==> src/rtl/nst_pkg.sv <==
package nst_pkg;

    localparam int CNT_W  = 5;
    localparam int WORD_W = 26;

    typedef struct packed {
        logic [1:0] ce_setup;
        logic [4:0] busy;
        logic [2:0] turn;
        logic [3:0] rd_hi;
        logic [3:0] rd_lo;
        logic [3:0] wr_hi;
        logic [3:0] wr_lo;
    } timing_t;

    typedef enum logic [1:0] {
        PH_IDLE,
        PH_GAP,
        PH_LOW,
        PH_HIGH
    } phase_e;

    // Number of cycles a field stands for: zero counts as one.
    function automatic logic [CNT_W-1:0] span(input logic [CNT_W-1:0] f);
        return (f == '0) ? CNT_W'(1) : f;
    endfunction

    // Value loaded into a down-counter that ends at zero.
    function automatic logic [CNT_W-1:0] load(input logic [CNT_W-1:0] f);
        return span(f) - CNT_W'(1);
    endfunction

endpackage

==> src/rtl/nst_ce_gate.sv <==
module nst_ce_gate
    import nst_pkg::*;
(
    input  logic       clk,
    input  logic       rst,
    input  logic       chip_sel,
    input  logic       engine_idle,
    input  logic [1:0] setup_field,
    output logic       ce_n,
    output logic       ce_ready
);

    logic [CNT_W-1:0] cnt;

    always_ff @(posedge clk) begin
        if (rst) begin
            ce_n <= 1'b1;
            cnt  <= '0;
        end else if (ce_n) begin
            if (chip_sel) begin
                ce_n <= 1'b0;
                cnt  <= load(CNT_W'(setup_field));
            end
        end else if (!chip_sel && engine_idle) begin
            ce_n <= 1'b1;
        end else if (cnt != '0) begin
            cnt <= cnt - CNT_W'(1);
        end
    end

    assign ce_ready = !ce_n && (cnt == '0) && chip_sel;

    // the cycle that asserts chip enable never also grants a request
    // unless the setup count is a single cycle.
    assert_setup_gate_R5: assert property (@(posedge clk) disable iff (rst)
        ($fell(ce_n) && (setup_field > 2'd1)) |-> !ce_ready);

endmodule

==> src/rtl/nst_busy_wait.sv <==
module nst_busy_wait
    import nst_pkg::*;
(
    input  logic       clk,
    input  logic       rst,
    input  logic       busy_start,
    input  logic [4:0] busy_field,
    input  logic       rb_n,
    output logic       dev_ready
);

    logic [CNT_W-1:0] cnt;

    always_ff @(posedge clk) begin
        if (rst) begin
            cnt <= '0;
        end else if (busy_start) begin
            cnt <= span(CNT_W'(busy_field));
        end else if (cnt != '0) begin
            cnt <= cnt - CNT_W'(1);
        end
    end

    assign dev_ready = (cnt == '0) && rb_n;

    // the pin is never trusted in the cycle after a busy command
    assert_busy_mask_R6: assert property (@(posedge clk) disable iff (rst)
        busy_start |=> !dev_ready);

endmodule

==> src/rtl/nst_strobe_fsm.sv <==
module nst_strobe_fsm
    import nst_pkg::*;
#(
    parameter int DATA_W = 8
) (
    input  logic              clk,
    input  logic              rst,
    input  logic [3:0]        wr_lo,
    input  logic [3:0]        wr_hi,
    input  logic [3:0]        rd_lo,
    input  logic [3:0]        rd_hi,
    input  logic [2:0]        turn,
    input  logic              ce_n,
    input  logic              ce_ready,
    input  logic              req_valid,
    input  logic              req_write,
    input  logic [DATA_W-1:0] req_wdata,
    input  logic [DATA_W-1:0] data_in,
    output logic              req_ready,
    output logic              re_n,
    output logic              we_n,
    output logic [DATA_W-1:0] data_out,
    output logic              data_oe,
    output logic [DATA_W-1:0] rd_data,
    output logic              done,
    output logic              idle
);

    phase_e           phase;
    logic [CNT_W-1:0] cnt;
    logic             is_wr;
    logic             last_wr;
    logic             dir_valid;
    logic [DATA_W-1:0] wbyte;

    logic             accept;
    logic             need_gap;
    logic [CNT_W-1:0] lo_req;
    logic [CNT_W-1:0] lo_cur;
    logic [CNT_W-1:0] hi_cur;
    logic [CNT_W-1:0] gap_ld;

    always_comb begin
        req_ready = (phase == PH_IDLE) && ce_ready;
        accept    = req_valid && req_ready;
        need_gap  = dir_valid && (last_wr != req_write);
        lo_req    = req_write ? load(CNT_W'(wr_lo)) : load(CNT_W'(rd_lo));
        lo_cur    = is_wr     ? load(CNT_W'(wr_lo)) : load(CNT_W'(rd_lo));
        hi_cur    = is_wr     ? load(CNT_W'(wr_hi)) : load(CNT_W'(rd_hi));
        gap_ld    = load(CNT_W'(turn));
    end

    always_ff @(posedge clk) begin
        if (rst) begin
            phase     <= PH_IDLE;
            cnt       <= '0;
            is_wr     <= 1'b0;
            last_wr   <= 1'b0;
            dir_valid <= 1'b0;
            wbyte     <= '0;
            rd_data   <= '0;
            done      <= 1'b0;
        end else begin
            done <= 1'b0;
            if (ce_n) begin
                dir_valid <= 1'b0;
            end
            unique case (phase)
                PH_IDLE: begin
                    if (accept) begin
                        is_wr     <= req_write;
                        last_wr   <= req_write;
                        dir_valid <= 1'b1;
                        wbyte     <= req_wdata;
                        if (need_gap) begin
                            phase <= PH_GAP;
                            cnt   <= gap_ld;
                        end else begin
                            phase <= PH_LOW;
                            cnt   <= lo_req;
                        end
                    end
                end
                PH_GAP: begin
                    if (cnt == '0) begin
                        phase <= PH_LOW;
                        cnt   <= lo_cur;
                    end else begin
                        cnt <= cnt - CNT_W'(1);
                    end
                end
                PH_LOW: begin
                    if (cnt == '0) begin
                        phase <= PH_HIGH;
                        cnt   <= hi_cur;
                        if (!is_wr) begin
                            rd_data <= data_in;
                        end
                    end else begin
                        cnt <= cnt - CNT_W'(1);
                    end
                end
                PH_HIGH: begin
                    if (cnt == '0) begin
                        phase <= PH_IDLE;
                        done  <= 1'b1;
                    end else begin
                        cnt <= cnt - CNT_W'(1);
                    end
                end
                default: phase <= PH_IDLE;
            endcase
        end
    end

    assign re_n     = !((phase == PH_LOW) && !is_wr);
    assign we_n     = !((phase == PH_LOW) && is_wr);
    assign data_oe  = is_wr && ((phase == PH_LOW) || (phase == PH_HIGH));
    assign data_out = wbyte;
    assign idle     = (phase == PH_IDLE);

    // strobes are mutually exclusive
    assert_strobe_excl_R7: assert property (@(posedge clk) disable iff (rst)
        !(!re_n && !we_n));

    // the bus is driven whenever the write strobe is low, and holds its byte
    assert_oe_covers_we_R8: assert property (@(posedge clk) disable iff (rst)
        !we_n |-> data_oe);
    assert_wdata_stable_R8: assert property (@(posedge clk) disable iff (rst)
        (data_oe && $past(data_oe)) |-> $stable(data_out));

    // read byte taken on the edge that closes the low phase
    assert_rd_capture_R2: assert property (@(posedge clk) disable iff (rst)
        ((phase == PH_LOW) && !is_wr && (cnt == '0)) |=> (rd_data == $past(data_in)));

    // completion is a single-cycle pulse
    assert_done_pulse_R10: assert property (@(posedge clk) disable iff (rst)
        done |=> !done);

endmodule

==> src/rtl/nand_strobe_timer.sv <==
module nand_strobe_timer
    import nst_pkg::*;
#(
    parameter int DATA_W = 8
) (
    input  logic              clk,
    input  logic              rst,
    input  logic [31:0]       timing_word,
    input  logic              chip_sel,
    input  logic              req_valid,
    input  logic              req_write,
    input  logic [DATA_W-1:0] req_wdata,
    output logic              req_ready,
    output logic              done,
    output logic [DATA_W-1:0] rd_data,
    input  logic              busy_start,
    input  logic              rb_n,
    output logic              dev_ready,
    output logic              ce_n,
    output logic              re_n,
    output logic              we_n,
    output logic [DATA_W-1:0] nand_dout,
    output logic              nand_oe,
    input  logic [DATA_W-1:0] nand_din
);

    timing_t tw;
    logic    tw_unused;
    logic    ce_ready;
    logic    eng_idle;

    assign tw        = timing_t'(timing_word[WORD_W-1:0]);
    assign tw_unused = ^timing_word[31:WORD_W];

    nst_ce_gate u_ce (
        .clk         (clk),
        .rst         (rst),
        .chip_sel    (chip_sel),
        .engine_idle (eng_idle),
        .setup_field (tw.ce_setup),
        .ce_n        (ce_n),
        .ce_ready    (ce_ready)
    );

    nst_busy_wait u_busy (
        .clk        (clk),
        .rst        (rst),
        .busy_start (busy_start),
        .busy_field (tw.busy),
        .rb_n       (rb_n),
        .dev_ready  (dev_ready)
    );

    nst_strobe_fsm #(.DATA_W(DATA_W)) u_fsm (
        .clk       (clk),
        .rst       (rst),
        .wr_lo     (tw.wr_lo),
        .wr_hi     (tw.wr_hi),
        .rd_lo     (tw.rd_lo),
        .rd_hi     (tw.rd_hi),
        .turn      (tw.turn),
        .ce_n      (ce_n),
        .ce_ready  (ce_ready),
        .req_valid (req_valid),
        .req_write (req_write),
        .req_wdata (req_wdata),
        .data_in   (nand_din),
        .req_ready (req_ready),
        .re_n      (re_n),
        .we_n      (we_n),
        .data_out  (nand_dout),
        .data_oe   (nand_oe),
        .rd_data   (rd_data),
        .done      (done),
        .idle      (eng_idle)
    );

    // chip enable covers every strobe
    assert_ce_covers_strobe_R7: assert property (@(posedge clk) disable iff (rst)
        (!re_n || !we_n) |-> !ce_n);

    // no strobe in the cycle chip enable falls
    assert_no_strobe_at_ce_R5: assert property (@(posedge clk) disable iff (rst)
        $fell(ce_n) |-> (re_n && we_n));

    // chip enable is not released while an access is running
    assert_ce_held_R9: assert property (@(posedge clk) disable iff (rst)
        (!ce_n && !eng_idle) |=> !ce_n);

endmodule

==> config.mk <==
export PLATFORM = sky130hd
export DESIGN_NAME = nand_strobe_timer
export DESIGN_NICKNAME = d
export VERILOG_FILES = /design/src/rtl/nst_pkg.sv /design/src/rtl/nst_ce_gate.sv /design/src/rtl/nst_busy_wait.sv /design/src/rtl/nst_strobe_fsm.sv /design/src/rtl/nand_strobe_timer.sv
export SDC_FILE = /design/constraint.sdc
export NUM_CORES = 1
export LEC_CHECK = 0
export BUFFER_PORTS_ARGS = -buffer_cell sky130_fd_sc_hd__buf_2
export CORE_UTILIZATION = 40
export CTS_CLUSTER_DIAMETER = 40
export DETAILED_ROUTE_END_ITERATION = 8
export GPL_TIMING_DRIVEN = 0
export PLACE_DENSITY = 0.76
export SKIP_CTS_REPAIR_TIMING = 1
export SLEW_MARGIN = 20
export SYNTH_ARGS = -nofsm -noshare
export SYNTH_HDL_FRONTEND = slang
export SYNTH_SLANG_ARGS = --single-unit
==> constraint.sdc <==
create_clock -name clk -period 2.1 [get_ports clk]
set_input_delay 0.105 -clock clk [delete_from_list [all_inputs] [get_ports clk]]
set_output_delay 0.105 -clock clk [all_outputs]
set_load 0.005 [all_outputs]
==> summary.txt <==
Clock tree
  – Clk_lat worst skew: 0.28 ns
  – CTS tree: done
  – Root Driver: clkbuf_8
  – H-tree depth: 2
  – Worst-path clk slew: 0.07 ns
  – CTS Buffer Depth: 2
  – CTS Buf Count: 5
  – Sink Count: 37

Global route
  – Initial antenna violation count: 0
  – Global-route wire length before repair: 9618 um
  – Largest net degree at the start of global routing: 11
  – Global Route Usage Sum: 19.46%
  – Total gr overflow: 0
  – Vias in the first global route: 2162

Synth
  – Sequential-to-total area share from yosys stat: 31.90%
  – Syn_area_per_cell: 8.206 um2
  – Synth top area share: 31.90%
  – Post-synth ARST share: 0%
  – Syn Std Cell Area: 2322 um2
  – Post-synth EDFFs: 0
  – Ys flop type: dfxtp_1
  – Cell taking the most area after synthesis: dfxtp_1
  – Yosys reg bits: 37
  – Syn Nets: 352
  – Post-synthesis cell count: 283
  – Warnings, synthesis: 0
  – Synth unique cells: 50
  – Top cells by area, synth: dfxtp_1 (32%), ha_1 (7.5%), mux2i_1 (6.9%), nor2_1 (5.0%), a21oi_1 (5.0%)

Routing
  – Drc violations: 0
  – DRT Pass-1 Iters: 4
  – Per-cell routed wire length: 13.16 um
  – Vias: 2300
  – Drt via density: 5.349
  – Routed Antenna Nets: 0
  – WL final: 5660 um
  – 1st-iter DRT viols: 158

STA
  – Clock skew: 0.008307 ns
  – Fin crit period: 2.017 ns
  – Hold_ws: 0.05056 ns
  – Actual slew at the worst max-slew pin: 0.5430 ns
  – TNS Setup: 0 ns
  – # setup viols final: 0
  – Worst relative slew slack: 63.70%
  – Final slew viol count: 0
  – RSZ-0062 raised after global routing: false
  – Fmax: 495.9 MHz
  – Setup ws final: 0.08336 ns
  – Final hold violations: 0
  – Final worst path period share: 96.03%

Floorplan
  – Full die area: 6114 um2
  – Chip Width: 78.20 um
  – Site Rows: 27
  – Core area: 5540 um2
  – Die Height: 78.20 um
  – Initial core utilization: 41.92%
  – Number of I/O pins: 78

Flow run
  – Max-cap check violation count: 0

Hold path
  – Worst min path class: in2reg

Critical path
  – CP Capture Type: flop
  – Arrival time worst endpoint: 2.22 ns
  – Critical path class: reg2reg
  – CP Launch Type: flop
  – Max FO, Critical Path: 10
  – Critical Path RT: 2.30 ns

Power
  – Power density cells: 872.3 nW/um2
  – Tot Pwr: 2495 uW
  – Leakage power: 0.001280 uW
  – Max VDD drop: 437.0 uV

Run status
  – Status: complete, no violations

Finish
  – Share of layout cells above drive strength 1: 26.82%
  – Final core occ: 51.63%
  – Antenna cells: 0
  – Area Growth Syn to Fin: 23.17%
  – Fin nets: 427
  – Fill cells: 541

Placement
  – DP HPWL: 4363 um
  – Routability cong.: 0.8487
  – Worst slack, placed: -0.09520 ns
  – Number of buffers added on ports: 68
-- area by class of cell --
type                            count  area (um2)  area share [%]
Inverter                           14       52.55           1.837
Tap cell                           72       90.09           3.150
Timing Repair Buffer               68       340.3           11.90
Sequential cell                    37       742.0           25.94
Multi-Input combinational cell    217        1476           51.62
Buffer                             15       72.57           2.537
Clock buffer                        7       86.33           3.018
-- cells in the final DEF, fill, tap and decap left out, types with 2 or more instances in the layout --
cell type  netlist  layout
a211oi_1         6       6
a21oi_1         23      23
a21oi_2          2       2
a31oi_1          2       2
a32oi_1          2       2
and2_1           3       3
and3_1           3       3
buf_2            6      72
clkbuf_1         9      10
clkbuf_8         0       6
dfxtp_1         37      36
ha_1            14      14
inv_1           14      14
mux2i_1         16      16
nand2_1         19      19
nand2b_1         6       6
nand3_1         12      12
nand4_1          2       2
nor2_1          31      31
nor2b_1          2       2
nor3_1          13      13
nor3_2           2       2
nor3b_1          3       3
nor4b_2          2       2
o2111ai_1        2       2
o211ai_1         4       4
o21ai_0          9       9
o21ai_1          2       2
o21bai_1         2       2
o22ai_1          3       3
o31ai_1          3       3
or2_2            2       2
xnor2_1          7       7
xor2_1           2       2
-- critical path, stage by stage (launching register included) --
cell	delay (ns)
dfxtp_2	0.39
clkbuf_4	0.24
buf_6	0.17
mux2i_1	0.22
ha_1	0.21
o211ai_1	0.12
a221oi_2	0.31
a21oi_1	0.08
a211oi_2	0.20
-- cells in the mapped netlist (all sizes together), types with 2 or more instances --
cell      n
and3      3
o21bai    2
nor3     15
a32oi     2
buf       6
nor2b     2
mux2i    16
nand2    19
ha       14
nand3    12
o31ai     3
a21oi    25
or2       2
o211ai    4
inv      14
nand2b    6
o22ai     3
dfxtp    37
o32ai     2
xor2      2
nor4b     3
a21boi    2
nor3b     3
o21ai    11
a211oi    7
clkbuf    9
a31oi     2
xnor2     7
nand4     2
and2      3
nor2     31
o2111ai   2
-- flip-flops by register name, indices dropped and copies added (netlist names) --
signal and flops:
u_ce.ce_n 1, u_fsm.dir_valid 1, u_fsm.done 1, u_fsm.cnt 5, u_fsm.rd_data 8, u_fsm.is_wr 1
u_ce.cnt 5, u_fsm.phase 2, u_fsm.data_out 8, u_busy.cnt 5
-- through the flow --
stage | area (um2) | cells
after floorplan | 2322 | 283
after global placement | 2753 | 423
after detailed placement | 2753 | 423
after CTS | 2839 | 430
after global routing | 2860 | 430
final | 2860 | 430
-- metal layers --
layer / GRT usage (%) / vias up / share of wire (%)
met5: 0 / - / 0
met4: 3.889 / 0 / 0.65
met3: 4.884 / 6 / 5.7
met2: 33.68 / 63 / 50
met1: 24.37 / 1068 / 44
li1: - / 1163 / -
-- where the power goes --
part	internal (uW)	leakage (uW)	total (uW)	switching [uW]
clock	260	0.0000443	492	231
sequential	807	0.000302	903	96.3
combinational	479	0.000933	1100	622
total	1550	0.00128	2500	949
-- path summary, 6_finish.rpt --
| path | start | end | slack (ns) | depth (start not counted) |
|---|---|---|---|---|
| min | nand_din[5] | u_fsm.rd_data[5] | 0.05 | 3 |
| max reg2reg | u_fsm.is_wr | u_fsm.cnt[4] | 0.08 | 8 |
| max | u_fsm.is_wr | u_fsm.cnt[4] | 0.08 | 8 |
| min reg2reg | u_fsm.data_out[5] | u_fsm.data_out[5] | 0.45 | 2 |
-- cells by family after synthesis --
| group | Yosys count | share of synthesized area [%] |
|---|---|---|
| compound gates | 73 | 21.34 |
| xor+xnor | 9 | 3.395 |
| fa+ha+maj | 14 | 7.543 |
| buf+inv | 29 | 5.011 |
| flops | 37 | 31.90 |
| mux | 17 | 7.381 |
| simple gates | 104 | 23.44 |
Power figures use the tool's default switching activity.
